$ cat config.mk
export PLATFORM = sky130hd
export DESIGN_NAME = alu_core
export DESIGN_NICKNAME = d
export VERILOG_FILES = /design/src/rtl/alu_core_pkg.sv /design/src/rtl/alu_addsub.sv /design/src/rtl/alu_logic.sv /design/src/rtl/alu_compare.sv /design/src/rtl/alu_core.sv
export SDC_FILE = /design/constraint.sdc
export NUM_CORES = 1
export LEC_CHECK = 0
export BUFFER_PORTS_ARGS = -buffer_cell sky130_fd_sc_hd__buf_2
export CAP_MARGIN = 40
export CORE_ASPECT_RATIO = 0.75
export CORE_MARGIN = 2
export CORE_UTILIZATION = 25
export DETAILED_ROUTE_END_ITERATION = 10
export SLEW_MARGIN = 25
export SYNTH_ARGS = -nofsm -noshare
export SYNTH_HDL_FRONTEND = slang
export SYNTH_SLANG_ARGS = --single-unit
export TNS_END_PERCENT = 1
$ cat constraint.sdc
create_clock -name vclk -period 9.1
set_clock_uncertainty 0.15 [all_clocks]
set_input_delay 1.365 -clock vclk [all_inputs]
set_output_delay 1.365 -clock vclk [all_outputs]
set_load 0.01 [all_outputs]
$ cat src/rtl/alu_core_pkg.sv
package alu_core_pkg;
  localparam int OP_W = 4;

  typedef enum logic [OP_W-1:0] {
    OP_ADD  = 4'd0,
    OP_SUB  = 4'd1,
    OP_AND  = 4'd2,
    OP_OR   = 4'd3,
    OP_XOR  = 4'd4,
    OP_NOR  = 4'd5,
    OP_SLT  = 4'd6,
    OP_SLTU = 4'd7
  } alu_op_e;

  typedef enum logic [1:0] {
    LG_AND = 2'd0,
    LG_OR  = 2'd1,
    LG_XOR = 2'd2,
    LG_NOR = 2'd3
  } logic_sel_e;
endpackage

$ cat src/rtl/alu_addsub.sv
module alu_addsub #(
  parameter int W = 32
) (
  input  logic [W-1:0] a,
  input  logic [W-1:0] b,
  input  logic         do_sub,
  output logic [W-1:0] sum,
  output logic         carry_out,
  output logic         ovf
);
  logic [W-1:0] b_eff;
  logic [W:0]   wide;

  assign b_eff = do_sub ? ~b : b;
  assign wide  = {1'b0, a} + {1'b0, b_eff} + {{W{1'b0}}, do_sub};
  assign sum       = wide[W-1:0];
  assign carry_out = wide[W];
  // like-signed inputs whose sum flips sign
  assign ovf = (a[W-1] == b_eff[W-1]) && (wide[W-1] != a[W-1]);
endmodule

$ cat src/rtl/alu_logic.sv
module alu_logic #(
  parameter int W = 32
) (
  input  logic [W-1:0]              a,
  input  logic [W-1:0]              b,
  input  alu_core_pkg::logic_sel_e  sel,
  output logic [W-1:0]              y
);
  import alu_core_pkg::*;

  always_comb begin
    unique case (sel)
      LG_AND:  y = a & b;
      LG_OR:   y = a | b;
      LG_XOR:  y = a ^ b;
      default: y = ~(a | b);
    endcase
  end
endmodule

$ cat src/rtl/alu_compare.sv
module alu_compare (
  input  logic a_msb,
  input  logic b_msb,
  input  logic diff_msb,
  input  logic carry_out,
  output logic lt_signed,
  output logic lt_unsigned
);
  // differing signs: A is lower exactly when A is negative,
  // otherwise the difference cannot overflow and its sign decides
  assign lt_signed   = (a_msb ^ b_msb) ? a_msb : diff_msb;
  // A - B computed as A + ~B + 1: no carry out means a borrow
  assign lt_unsigned = ~carry_out;
endmodule

$ cat src/rtl/alu_core.sv
module alu_core #(
  parameter int W = 32
) (
  input  logic [W-1:0]                 opnd_a,
  input  logic [W-1:0]                 opnd_b,
  input  logic [alu_core_pkg::OP_W-1:0] op_sel,
  output logic [W-1:0]                 result,
  output logic                         zero_flag,
  output logic                         ovf_flag
);
  import alu_core_pkg::*;

  localparam int UPPER_W = W - 1;

  logic [W-1:0] arith_sum;
  logic         arith_carry;
  logic         arith_ovf;
  logic         arith_sub;
  logic [W-1:0] logic_y;
  logic_sel_e   logic_sel;
  logic         lt_s;
  logic         lt_u;
  logic         is_arith;

  assign arith_sub = (op_sel == OP_SUB) || (op_sel == OP_SLT) || (op_sel == OP_SLTU);
  assign is_arith  = (op_sel == OP_ADD) || (op_sel == OP_SUB);

  always_comb begin
    unique case (op_sel)
      OP_OR:   logic_sel = LG_OR;
      OP_XOR:  logic_sel = LG_XOR;
      OP_NOR:  logic_sel = LG_NOR;
      default: logic_sel = LG_AND;
    endcase
  end

  alu_addsub #(.W(W)) u_addsub (
    .a        (opnd_a),
    .b        (opnd_b),
    .do_sub   (arith_sub),
    .sum      (arith_sum),
    .carry_out(arith_carry),
    .ovf      (arith_ovf)
  );

  alu_logic #(.W(W)) u_logic (
    .a  (opnd_a),
    .b  (opnd_b),
    .sel(logic_sel),
    .y  (logic_y)
  );

  alu_compare u_compare (
    .a_msb      (opnd_a[W-1]),
    .b_msb      (opnd_b[W-1]),
    .diff_msb   (arith_sum[W-1]),
    .carry_out  (arith_carry),
    .lt_signed  (lt_s),
    .lt_unsigned(lt_u)
  );

  always_comb begin
    unique case (op_sel)
      OP_ADD, OP_SUB:                  result = arith_sum;
      OP_AND, OP_OR, OP_XOR, OP_NOR:   result = logic_y;
      OP_SLT:                          result = {{UPPER_W{1'b0}}, lt_s};
      OP_SLTU:                         result = {{UPPER_W{1'b0}}, lt_u};
      default:                         result = '0;
    endcase
  end

  assign zero_flag = ~|result;
  assign ovf_flag  = is_arith & arith_ovf;
endmodule

==> results of run 1 <==
-- per-layer routing --
layer,up-vias,global-route usage [%],part of all wire [%]
li1,2781,-,-
met3,8,1.62,6.5
met5,-,0,0
met2,205,25.7,41
met1,2676,26.0,52
met4,0,1.74,0.90
-- per-stage QoR --
step	hold slack (ps)	utilization, %	worst slack, ps
final	3110	29.4	1570
after floorplan	2790	-	1630
after global routing	3160	29.4	1300
after detailed placement	3130	29.4	1610
after global placement	3130	29.4	1720
after CTS	3130	29.4	1600
-- cell type report --
| class | count | area share [%] |
|---|---|---|
| multi-input combinational | 609 | 78.9 |
| inverter | 78 | 5.12 |
| timing repair buffer | 112 | 10.5 |
| tap | 253 | 5.53 |
-- cell usage in the layout, fill, tap and decap left out, types with 4 or more instances in the layout --
master,Yosys,layout
inv_1,78,78
ha_1,96,96
nor2b_1,5,5
nor4_1,4,4
nand4_1,13,13
o31ai_1,4,4
a21o_1,17,17
a21oi_1,61,60
or3_1,6,6
mux2i_1,5,5
a21oi_2,4,5
xor2_1,9,9
nand2b_1,8,8
buf_4,1,9
buf_2,14,102
o21a_1,8,8
xnor2_1,38,38
a31oi_1,5,5
o21ai_1,6,6
and2_1,4,4
a21boi_0,4,4
o21ai_0,44,44
nor3_1,16,15
o211ai_1,13,13
o31a_1,4,4
o22ai_1,11,11
nand3_1,6,6
o2bb2ai_1,5,5
o22a_1,28,28
nand2_1,43,43
and3_1,4,4
nor2_1,72,71
or4_1,5,5
-- power by group --
part	internal [mW]	switching [mW]
logic	0.164	0.255
clock network	0	0
registers	0	0
-- path summary, 6_finish.rpt --
check         end  slack, ps  depth (start not counted)
min    result[28]       3110                          5
max     zero_flag       1570                         18
-- critical path, cell delays in order --
cell	delay (ps)
buf_2	190
nor3b_1	360
a21oi_1	120
nor2_4	140
buf_12	200
xnor2_1	140
ha_1	320
a21o_1	210
a311o_1	360
a2111oi_0	380
o21bai_1	200
mux2i_1	150
or3_4	390
or4_4	520
nor4b_2	280
nand4b_1	140
nor3_2	330
buf_2	200
-- cell families after synthesis --
| group | synth area share [%] |
|---|---|
| AOI/OAI and AO/OA | 35.0 |
| and+or+nand+nor | 21.3 |
| buffers and inverters | 10.0 |
| adders and majority gates | 24.4 |
| xor gates and xnor gates | 8.23 |
| muxes | 1.00 |
==> flow_summary.ini, run 1 <==
[sta]
fin_crit_sh_pct = 82.8
tightest_slew_ps = 688
fmax_mhz = 133
period_needed_ps = 7530
slew_headroom_pct = 53.5
report.final.slew_viol_count = 0
rsz0062_at_grt = no
setup_viol_count_final = 0
tns_ps = 0
hold_viol_final = 0

[layout]
fin_cells = 1052
fill_cells = 2213
multi_input_area_um2 = 4510
stdcell_area_um2 = 5720
clockBufferCount = 0
layout.nets = 966
regArea_um2 = 0
num_antenna_cells = 0
drive_above_1_share_pct = 17.0
seq_cells = 0
area_growth_pct = 14.4

[synth]
synth_nets = 894
synthTopCellsByCount = ha_1, inv_1, nor2_1
synth_area_leaders = ha_1, xnor2_1, a21oi_1
syn_area_per_cell_um2 = 6.86
synth_most_common_cell = ha_1
ys_seq_area_share_pct = 0
synth_top_area_cell = ha_1
syn_area_um2 = 5000
synth_cell_types = 82
synthCells = 729
ys_warn_count = 0
synth_top_cell_area_share_pct = 24.0

[route]
via_per_inst = 5.39
firstDrtPassIters = 8
drc_errors = 4
wire_per_inst_um = 17.6
drt_iter0_drc = 464
dr_total_vias = 5670
wirelength_um = 18500
postRouteAntennaNets = 0

[power_and_ir_drop]
power_density_nw_per_um2 = 73.2
ir_drop_v = 0.0000173
power.total_mw = 0.419
total_leakage_power_nw = 2.76

[clock_network]
cts_resized = 0
hold_buffers = 0
postCtsSetupBuffers = 0

[floorplanning]
rows = 44
core-area_um2 = 19500
start_util_pct = 25.7
die_area_um2 = 21200
die_y_um = 126
io_pins = 102
dieWidth_um = 167

[outcome]
violations = design-rule violations
run_status = complete, but fails checks

[placed_design]
io_buffers = 102
dpl.cell_count = 1052
dp_hpwl_um = 15000
placed_area_um2 = 5720
gp_congestion = 0.991

[worst_setup_path]
path_max_fanout = 20
worstPathArrival_ps = 6020
required_ps = 7590
cp-end-kind = output port
path_class = in2out
startpoint = op_sel[2]
start_kind = input pin

[hold_path]
hp-start = opnd_b[28]
holdCritPathClass = in2out

[global_route]
grt_remaining_overflow = 0
grt_pass1_wl_um = 29400
grt_pass1_vias = 5485
grt_use_total_pct = 16.8
antenna_found_initial = 0
grt_max_degree = 44

[flow_run]
maxCapViolCount = 0
Power figures use the tool's default switching activity.
==> inputs of run 2 (changes only) <==
ABC_AREA = 1   (was not set)
clock period = 7.3 ns   (was 9.1 ns; I/O delays follow)
==> run 2 against run 1 <==
The flow now finishes without violations. Highest routed layer is now met5. Combinational power rose by 14%. Critical path depth grew 4. Global-route usage grew 1.0 points. Sequential cell count did not move. Worst hold slack got worse by 540 ps. Largest cell class unchanged. Setup slack lost 650 ps. Non-clock buffer count shrank 3. Cell area down 3.5%. Area after synthesis down 6.0%. Via count fell by 0.35%. Sequential share of layout area unchanged. Clock-buffer cell count unchanged.
==> flow_summary.ini, run 2 <==
[outcome]
run_status = complete, no violations

[placed_design]
pre_cts_ws_ps = 1020
dp_hpwl_um = 15300
gp_congestion = 0.970
placed_area_um2 = 5520
io_buffers = 102

[route]
drt_iter0_drc = 455
wire_per_inst_um = 15.5
wirelength_um = 18100
dr_total_vias = 5650
drc_errors = 0
firstDrtPassIters = 5
postRouteAntennaNets = 0
via_per_inst = 4.84

[synth]
syn_area_um2 = 4700
ys_warn_count = 0
synthTopCellsByCount = nand2_1, inv_1, ha_1
synth_most_common_cell = nand2_1
synth_top_cell_area_share_pct = 25.5
synth_cell_types = 47
synth_top_area_cell = ha_1
synth_nets = 996
synth_area_leaders = ha_1, nand2_1, inv_1
syn_area_per_cell_um2 = 5.66
ys_seq_area_share_pct = 0
synthCells = 831

[layout]
area_growth_pct = 17.4
regArea_um2 = 0
most-common-layout-cells = nand2_1, inv_1, buf_2
stdcell_area_um2 = 5520
seq_cells = 0
layout_commonest_cell = nand2_1
num_antenna_cells = 0
fill_cells = 2095
drive_above_1_share_pct = 13.8
clockBufferCount = 0
layout.nets = 1087
multi_input_area_um2 = 4090

[sta]
rsz0062_at_grt = no
slew_headroom_pct = 47.8
report.final.slew_viol_count = 0
tightest_slew_ps = 782
fin_crit_sh_pct = 87.5
period_needed_ps = 6390
fmax_mhz = 157
whs_ps = 2570
hold_viol_final = 0
setup_viol_count_final = 0
tns_ps = 0
fin_ws_ps = 913

[global_route]
antenna_found_initial = 1
grt_max_degree = 34
grt_pass1_wl_um = 28400
grt_use_total_pct = 17.8
grt_remaining_overflow = 0
grt_pass1_vias = 5266

[clock_network]
hold_buffers = 0
postCtsSetupBuffers = 0
cts_resized = 0

[worst_setup_path]
start_kind = input pin
cp-end-kind = output port
path_max_fanout = 19
path_class = in2out
required_ps = 6050
worstPathArrival_ps = 5140

[hold_path]
holdCritPathClass = in2out

[floorplanning]
die_y_um = 123
start_util_pct = 25.5
die_area_um2 = 19900
io_pins = 102
dieWidth_um = 162
rows = 43
core-area_um2 = 18500

[power_and_ir_drop]
power_density_nw_per_um2 = 86.7
total_leakage_power_nw = 3.15
power.total_mw = 0.479
ir_drop_v = 0.0000356

[flow_run]
maxCapViolCount = 0
==> run 2: changes by cell type in the layout (fill, tap and decap cells not counted), moves of 24 or more <==
| cell | before | now |
|---|---|---|
| xor2_1 | 9 | 33 |
| o22a_1 | 28 | 0 |
| nand2_1 | 43 | 241 |
| xnor2_1 | 38 | 2 |
| nand3_1 | 6 | 42 |
| inv_1 | 78 | 140 |
==> run 2: area by class of cell <==
cell class / count / share of cell area (%)
repair buffers: 109 / 10.6
inverters: 144 / 9.79
well taps: 247 / 5.60
multi-input cells: 667 / 74.1
==> run 2: power by group <==
part           total [mW]  internal [mW]  switching, mW
Sequential              0              0              0
Combinational       0.479          0.164          0.315
Clock                   0              0              0
Total               0.479          0.164          0.315
==> run 2: through the flow <==
stage          util, %  instances
4_1_cts           29.9       1167
5_1_grt           29.9       1167
2_1_floorplan        -        831
3_3_place_gp      29.8       1166
3_5_place_dp      29.9       1167
6_report          29.9       1167
==> run 2: logic make-up after synthesis <==
family / after synthesis / synth area share [%]
simple gates: 383 / 33.8
xor+xnor: 35 / 6.52
fa+ha+maj: 97 / 26.0
buf+inv: 164 / 13.4
compound gates: 152 / 20.3
==> run 2: layer usage <==
layer | part of all wire [%] | vias up | track usage [%]
met5 | 0.072 | - | 0
met4 | 0.74 | 2 | 1.22
met3 | 7.3 | 11 | 1.01
met2 | 37 | 219 | 25.2
met1 | 55 | 2529 | 29.7
li1 | - | 2889 | -
==> run 2: worst max-delay path, cell delays in order <==
cell,delay [ps]
buf_2,160
inv_2,80
nor2_1,90
nand2_1,90
nand2_2,470
buf_4,340
xor2_1,180
ha_1,320
a21oi_1,310
inv_1,70
a21oi_1,260
o21ai_0,200
a21oi_1,350
nand3_1,120
nand2_1,80
nor2_1,40
nor2_1,190
nand3_1,110
nor2_1,130
nand3_1,100
nor2_1,180
buf_2,160
==> run 2: worst paths after layout <==
path	from	endpoint	slack [ps]	cells past startpoint
max	op_sel[0]	zero_flag	910	22
min	op_sel[0]	result[0]	2570	5
==> inputs of run 3 (changes only) <==
SYNTH_HIERARCHICAL = 1   (was not set)
clock period = 6.7 ns   (was 7.3 ns; I/O delays follow)
==> run 3 against run 2 <==
First-iteration DRC count is 25% lower. Area after synthesis is 9.6% higher. Cell area is 5.7% higher. Wire length is 9.2% lower. Setup slack better by 44 ps. Worst hold slack worse by 210 ps. Power is 14% higher. Critical endpoint unchanged.
==> flow_summary.ini, run 3 <==
[outcome]
run_status = complete, no violations

[synth]
syn_area_per_cell_um2 = 5.62
synth_area_leaders = ha_1, nand2_1, inv_1
synthTopCellsByCount = nand2_1, inv_1, ha_1
synth_nets = 1080
synth_top_area_cell = ha_1
ys_seq_area_share_pct = 0
synth_cell_types = 34
synthCells = 916
synth_most_common_cell = nand2_1
syn_area_um2 = 5150
ys_warn_count = 6
synth_top_cell_area_share_pct = 23.1

[worst_setup_path]
cp-end-kind = output port
startpoint = op_sel[3]
path_class = in2out
worstPathArrival_ps = 4590
path_max_fanout = 11
required_ps = 5540
start_kind = input pin

[placed_design]
io_buffers = 102
gp_congestion = 0.895
dp_hpwl_um = 13700
placed_area_um2 = 5830

[route]
drc_errors = 0
wirelength_um = 16400
via_per_inst = 4.63
wire_per_inst_um = 13.1
drt_iter0_drc = 343
dr_total_vias = 5813
postRouteAntennaNets = 0
firstDrtPassIters = 5

[floorplanning]
core-area_um2 = 20200
die_y_um = 128
dieWidth_um = 170
rows = 45
start_util_pct = 25.5
io_pins = 102
die_area_um2 = 21800

[power_and_ir_drop]
switchingPower_mw = 0.353
power_density_nw_per_um2 = 93.7
total_leakage_power_nw = 3.39
internal-power_mw = 0.195
ir_drop_v = 0.0000341
power.share.clock_pct = 0
p_seq_share_pct = 0
sw_frac_of_total_pct = 64.5
combPwrFrac_pct = 100.0

[sta]
tns_ps = 0
tightest_slew_ps = 709
fin_crit_sh_pct = 85.7
report.final.slew_viol_count = 0
slew_headroom_pct = 52.7
setup_viol_count_final = 0
period_needed_ps = 5740
hold_viol_final = 0
rsz0062_at_grt = no
fmax_mhz = 174

[global_route]
grt_use_total_pct = 14.8
grt_remaining_overflow = 0
gr-usage-met3_pct = 1.14
antenna_found_initial = 1
grt_max_degree = 38
grt.busiest_layer = met2
grt_pass1_wl_um = 26800
grt_use_met1_pct = 23.0
grt_pass1_vias = 5229
globalRouteMet2Util_pct = 23.1

[layout]
layout_commonest_cell = nand2_1
drive_above_1_share_pct = 15.8
layout.nets = 1162
regArea_um2 = 0
utilization_pct = 28.9
area_growth_pct = 13.3
seq_cells = 0
stdcell_area_um2 = 5840
clockBufferCount = 0
fill_cells = 2318
most-common-layout-cells = nand2_1, inv_1, buf_2

[clock_network]
cts_resized = 0
postCtsSetupBuffers = 0
hold_buffers = 0

[hold_path]
holdCritPathClass = in2out
hp-start = op_sel[3]

[flow_run]
maxCapViolCount = 0
-- run 3: worst paths after layout --
| kind | end | slack [ps] | cells past startpoint |
|---|---|---|---|
| setup / recovery | zero_flag | 960 | 27 |
| hold / removal | ovf_flag | 2360 | 4 |
-- run 3: layout make-up --
class | count | area [um2] | area share, %
diodes | 1 | 2.50 | 0.0429
inverters | 149 | 562 | 9.62
multi-input cells | 737 | 4360 | 74.7
well taps | 258 | 323 | 5.53
repair buffers | 110 | 591 | 10.1
-- run 3: cells by family (layout without fill, tap and decap cells) --
kind of cell,Yosys count,in the layout,share of synthesized area [%]
other cells,0,1,0
simple gates,525,525,45.0
fa+ha+maj,96,96,23.5
compound gates,64,64,7.14
buf+inv,179,259,15.6
xor+xnor,52,52,8.84
-- run 3: metrics by stage --
stage	cells	worst slack, ps	power (mW)	hold slack, ps
detailed placement	1254	886	0.545	2360
floorplan	916	1690	0.388	2030
CTS	1254	875	0.548	2360
finish	1255	957	0.547	2360
global route	1254	468	0.624	2400
global placement	1253	913	0.540	2350
-- run 3: critical path, cell delays in order --
cell,delay (ps)
buf_2,130
inv_1,80
nand2_1,60
nor2_1,140
a31o_2,260
buf_4,270
xor2_1,170
ha_1,290
a21oi_1,260
o21ai_0,180
a21oi_1,180
nand2_2,120
nand2_2,70
nand2_2,70
xor2_1,170
nor2_1,90
a21oi_1,50
inv_1,50
o21ai_0,70
nand2_1,60
nand3_1,100
nor2_1,130
nand2_1,60
nor2_1,210
nand2_1,80
nor2_1,80
buf_2,130
-- run 3: power groups by stage --
stage,Combinational (mW),Clock (mW),Sequential (mW)
after detailed placement,0.545,0,0
after global placement,0.540,0,0
final,0.547,0.0000000199,0
after CTS,0.548,0,0
after floorplan,0.388,0,0
after global routing,0.624,0,0
-- run 3: routing by layer --
layer	vias up	share of wire (%)
met1	2591	54
met3	8	5.6
met4	2	0.48
li1	3051	-
met5	-	0.043
met2	161	40
